==> src/rtl/utx_pkg.sv <==
package utx_pkg;
  typedef enum logic [1:0] {
    PH_IDLE  = 2'd0,
    PH_PEND  = 2'd1,
    PH_START = 2'd2,
    PH_DATA  = 2'd3
  } utx_phase_e;
endpackage

==> src/rtl/utx_bit_timer.sv <==
// Free-running divider of the oversampling tick; pulses roll on the last tick of each bit time.
module utx_bit_timer #(
  parameter int OVS = 16
) (
  input  logic clk,
  input  logic rst_n,
  input  logic baud_tick,
  output logic roll
);
  localparam int CW = (OVS > 1) ? $clog2(OVS) : 1;
  localparam logic [CW-1:0] LAST = CW'(OVS - 1);

  logic [CW-1:0] cnt_q;

  always_ff @(posedge clk) begin
    if (!rst_n) begin
      cnt_q <= '0;
    end else if (baud_tick) begin
      if (cnt_q == LAST) cnt_q <= '0;
      else               cnt_q <= cnt_q + 1'b1;
    end
  end

  assign roll = baud_tick && (cnt_q == LAST);
endmodule

==> src/rtl/utx_shifter.sv <==
// Data plus marker shift register; zero fill from the top.
module utx_shifter #(
  parameter int DATA_W = 8
) (
  input  logic              clk,
  input  logic              rst_n,
  input  logic              load,
  input  logic [DATA_W-1:0] din,
  input  logic              shift,
  output logic              lsb,
  output logic              last,
  output logic              empty
);
  localparam int SW = DATA_W + 1;
  localparam logic [SW-2:0] MARK_ONLY = {{(SW-2){1'b0}}, 1'b1};

  logic [SW-1:0] sr_q;

  always_ff @(posedge clk) begin
    if (!rst_n) begin
      sr_q <= '0;
    end else if (load) begin
      sr_q <= {1'b1, din};
    end else if (shift) begin
      sr_q <= {1'b0, sr_q[SW-1:1]};
    end
  end

  assign lsb   = sr_q[0];
  // marker directly above the bit at the output, nothing else above it
  assign last  = (sr_q[SW-1:1] == MARK_ONLY);
  assign empty = (sr_q == '0);
endmodule

==> src/rtl/utx_tx_ctrl.sv <==
// Phase sequencing, line decode and the sticky completion flag.
module utx_tx_ctrl
  import utx_pkg::*;
(
  input  logic       clk,
  input  logic       rst_n,
  input  logic       accept,
  input  logic       roll,
  input  logic       last,
  input  logic       lsb,
  input  logic       done_clr,
  output logic       shift,
  output logic       busy,
  output logic       tx,
  output logic       done
);
  utx_phase_e ph_q, ph_d;
  logic       done_q;
  logic       finish;

  always_comb begin
    ph_d = ph_q;
    unique case (ph_q)
      PH_IDLE:  if (accept) ph_d = PH_PEND;
      PH_PEND:  if (roll)   ph_d = PH_START;
      PH_START: if (roll)   ph_d = PH_DATA;
      PH_DATA:  if (roll && last) ph_d = PH_IDLE;
      default:  ph_d = PH_IDLE;
    endcase
  end

  assign shift  = (ph_q == PH_DATA) && roll;
  assign finish = shift && last;

  always_ff @(posedge clk) begin
    if (!rst_n) begin
      ph_q   <= PH_IDLE;
      done_q <= 1'b0;
    end else begin
      ph_q <= ph_d;
      if (finish)        done_q <= 1'b1;
      else if (done_clr) done_q <= 1'b0;
    end
  end

  always_comb begin
    unique case (ph_q)
      PH_START: tx = 1'b0;
      PH_DATA:  tx = lsb;
      default:  tx = 1'b1;
    endcase
  end

  assign busy = (ph_q != PH_IDLE);
  assign done = done_q;
endmodule

==> src/rtl/utx_marker_tx.sv <==
module utx_marker_tx #(
  parameter int DATA_W = 8,
  parameter int OVS    = 16
) (
  input  logic              clk,
  input  logic              rst_n,
  input  logic              baud_tick,
  input  logic              s_valid,
  output logic              s_ready,
  input  logic [DATA_W-1:0] s_data,
  input  logic              done_clr,
  output logic              tx,
  output logic              tx_done
);
  logic roll_w, shift_w, last_w, lsb_w, empty_w, busy_w, accept_w;

  assign s_ready  = !busy_w;
  assign accept_w = s_valid && s_ready;

  utx_bit_timer #(.OVS(OVS)) u_timer (
    .clk(clk), .rst_n(rst_n), .baud_tick(baud_tick), .roll(roll_w)
  );

  utx_shifter #(.DATA_W(DATA_W)) u_shift (
    .clk(clk), .rst_n(rst_n), .load(accept_w), .din(s_data),
    .shift(shift_w), .lsb(lsb_w), .last(last_w), .empty(empty_w)
  );

  utx_tx_ctrl u_ctrl (
    .clk(clk), .rst_n(rst_n), .accept(accept_w), .roll(roll_w),
    .last(last_w), .lsb(lsb_w), .done_clr(done_clr),
    .shift(shift_w), .busy(busy_w), .tx(tx), .done(tx_done)
  );
endmodule

==> config.mk <==
export PLATFORM = sky130hd
export DESIGN_NAME = utx_marker_tx
export DESIGN_NICKNAME = d
export VERILOG_FILES = /design/src/rtl/utx_pkg.sv /design/src/rtl/utx_bit_timer.sv /design/src/rtl/utx_shifter.sv /design/src/rtl/utx_tx_ctrl.sv /design/src/rtl/utx_marker_tx.sv
export SDC_FILE = /design/constraint.sdc
export NUM_CORES = 1
export LEC_CHECK = 0
export ABC_CLOCK_PERIOD_IN_PS = 2300
export BUFFER_PORTS_ARGS = -buffer_cell sky130_fd_sc_hd__buf_2
export CAP_MARGIN = 10
export CORE_UTILIZATION = 52
export DETAILED_ROUTE_END_ITERATION = 8
export GPL_TIMING_DRIVEN = 0
export PLACE_DENSITY = 0.76
export SYNTH_ARGS = -nofsm -noshare
export SYNTH_HDL_FRONTEND = slang
export SYNTH_SLANG_ARGS = --single-unit
==> constraint.sdc <==
create_clock -name clk -period 2.3 [get_ports clk]
set_input_delay 0.69 -clock clk [delete_from_list [all_inputs] [get_ports clk]]
set_output_delay 0.69 -clock clk [all_outputs]
set_load 0.02 [all_outputs]
==> results.yml <==
critical_path:
  timing.critical_path.to_type: "output pin"
  timing.critical_path.from_type: "flop"
  regToRegEndpoint: "u_ctrl.ph_q[1]"
  worst_ep_arrival_time_ns: 1.31
  worst-r2r-cell-count: 5
  setup.reg_to_reg.worst_slack_ns: 0.45
  critical_path.max_fanout: 4
  critical_path_class: "reg2out"
  worst_ep_required_time_ns: 1.61
  worst_r2r_startpoint: "u_ctrl.ph_q[0]"
die:
  num_io_pins: 16
  dieWidth_um: 41.43
  die_h_um: 41.43
  die-area_um2: 1716
  floorplan.initialDensity_pct: 59.16
  core_area_um2: 1366
  fp-row-count: 13
timing:
  period_minus_slack_ns: 2.002
  skew_ns: 0.008921
  setup_violations: 0
  finalHoldWorstSlack_ns: 0.4937
  maxSlewViolCount: 0
  grt_setup_unrepaired: "false"
  finalWorstSetupSlack_ns: 0.2980
  timing_hold_violations_final: 0
  maxSlewHeadroom_pct: 61.82
  fin_setup_tns_ns: 0
  fmax_mhz: 499.5
  finalCritPeriodShare_pct: 87.04
  worstMarginPinSlew_ns: 0.5727
route:
  antenna_left: 0
  drc: 0
  post_drt_via_cell_ratio: 5.438
  dr_total_vias: 658
  first_iter_violations: 20
  routed_wl_um: 1469
  first_pass_iters: 5
  routed_wire_per_std_cell_um: 12.14
pwr:
  cell_area_power_density_nw_per_um2: 951.3
  switching_share_pct: 35.77
  totalPowerFinal_mw: 0.8879
  power.ir.vdd_worst_mv: 0.6830
  comb_power_share_pct: 34.6
  seqPwrFrac_pct: 44.8
  clock_power_share_pct: 20.7
  netSwitchingPower_mw: 0.3176
  p_leak_nw: 0.4506
  p_int_mw: 0.5703
clock_tree:
  cts_hold_buf: 0
  clock-sinks: 16
  clock_path_buffers: 2
  worstSkewPairLatency_ns: 0.29
  cts_resized: 0
  clock_tree_from_tritoncts: "done"
  cts-buffers-inserted: 3
  post_cts_buffers: 0
  clock-root-buffer: "sky130_fd_sc_hd__clkbuf_4"
  h-tree-depth: 1
  clk_pin_slew_worst_paths_ns: 0.08
placed_design:
  detailed_place_hpwl_um: 1091
  number_of_buffer_cells_added_on_primary_ports: 14
  placedCellCount: 117
  placement.setup.worst_slack_ns: 0.4689
  finalWeightedCongestion: 0.7807
logic_synthesis:
  synth_nets: 107
  mappedNetlistArea_um2: 808.3
  synth.avg_cell_area_um2: 9.185
  synth_area_leaders: "sky130_fd_sc_hd__dfxtp_1, sky130_fd_sc_hd__mux2i_1, sky130_fd_sc_hd__ha_1, sky130_fd_sc_hd__a21oi_1, sky130_fd_sc_hd__o21ai_0"
  ys_seq_area_share_pct: 39.63
  syn_inst: 88
  number_of_synthesized_register_bits: 16
  synth_top_area_cell: "sky130_fd_sc_hd__dfxtp_1"
  count_of_distinct_cell_types_in_the_synthesized_netlist: 25
  ys.warnings.count: 0
  area_share_of_the_largest_cell_type_after_synthesis_pct: 39.63
run:
  cap_viol_max_count: 0
cells_and_area:
  drive_above_1_share_pct: 20.75
  instances_no_fill: 121
  final_common_cell: "sky130_fd_sc_hd__dfxtp_1"
  most-common-layout-cells: "sky130_fd_sc_hd__dfxtp_1, sky130_fd_sc_hd__buf_2, sky130_fd_sc_hd__mux2i_1"
  insertedDiodeCount: 0
  nets: 126
  fillers: 117
  layout-area-overhead-vs-synth_pct: 15.48
grt:
  antenna_found_initial: 0
  grt_pass1_vias: 593
  pin_count_of_the_biggest_net_entering_global_routing: 11
  global_route_wire_length_before_repair_um: 2394
  grt-ovfl-total: 0
  track_usage_pct: 18.18
hold_path:
  hold_depth: 2
  worst_hold_path_type: "reg2reg"
  hp-start: "u_shift.sr_q[8]"
  min_to: "u_shift.sr_q[8]"
status:
  status: "finished, final reports clean"
## layout make-up
class,instances,area (um2),share of cell area [%]
Buffer,4,20.02,2.145
Tap cell,15,18.77,2.011
Multi-Input combinational cell,63,449.2,48.12
Inverter,5,18.77,2.011
Timing Repair Buffer,14,70.07,7.507
Sequential cell,16,320.3,34.32
Clock buffer,4,36.28,3.887
## cells in the mapped netlist (all sizes together)
master / count
o22ai: 1
nor4: 1
clkbuf: 2
mux2i: 11
buf: 2
nand2: 8
and3: 1
nor2b: 1
dfxtp: 16
and2: 3
nand4: 2
a21boi: 1
inv: 5
o21ai: 11
a222oi: 1
nor2: 1
or3: 1
nor4b: 1
or2: 1
ha: 6
xor2: 1
xnor2: 1
a21oi: 10
## power by group through the flow
| stage | Sequential [mW] | Combinational [mW] | Clock, mW |
|---|---|---|---|
| 4_1_cts | 0.398 | 0.306 | 0.188 |
| 6_report | 0.398 | 0.307 | 0.183 |
| 5_1_grt | 0.406 | 0.339 | 0.202 |
| 3_5_place_dp | 0.404 | 0.306 | 0 |
| 3_3_place_gp | 0.401 | 0.294 | 0 |
| 2_1_floorplan | 0.389 | 0.237 | 0 |
## routing by layer
metal,track usage [%],vias to the layer above,wire (um)
met3,6.522,2,65
met2,30.00,15,660
met4,5.806,0,17
met5,0,-,0
li1,-,346,-
met1,21.92,295,726
## worst max-delay path, cell delays in order, from the launching register on
cell and delay (ns):
sky130_fd_sc_hd__dfxtp_1 0.39, sky130_fd_sc_hd__inv_1 0.10, sky130_fd_sc_hd__ha_1 0.23, sky130_fd_sc_hd__a21oi_1 0.14
sky130_fd_sc_hd__buf_2 0.18
## how the worst max path moves through the flow
stage / from / to / slack (ns)
after floorplan: u_ctrl.ph_q[0] / tx / 0.62
after global placement: u_ctrl.ph_q[0] / u_ctrl.ph_q[1] / 0.53
after detailed placement: u_ctrl.ph_q[0] / u_ctrl.ph_q[0] / 0.47
after CTS: u_ctrl.ph_q[0] / tx / 0.29
after global routing: u_ctrl.ph_q[0] / tx / 0.21
final: u_ctrl.ph_q[0] / tx / 0.30
## stage by stage
step	utilization, %	instance area, um2
2_1_floorplan	-	808.3
6_report	68.32	933.4
4_1_cts	68.32	933.4
5_1_grt	68.32	933.4
3_3_place_gp	65.66	897.1
3_5_place_dp	65.66	897.1
## kinds of logic after synthesis
group	Yosys count	share of synthesized area (%)
XOR/XNOR	2	2.168
AO/OA/AOI/OAI	24	15.95
adder cells (fa/ha/maj)	6	9.288
buffers and inverters	9	4.799
AND/OR/NAND/NOR	20	14.55
multiplexers	11	13.62
flip-flops	16	39.63
## sequential cells by signal, summed over array words and instances (netlist names)
name	cells
u_shift.sr_q	9
u_ctrl.done	1
u_ctrl.ph_q	2
u_timer.cnt_q	4
Note: power is estimated with default switching activity, not from simulation.
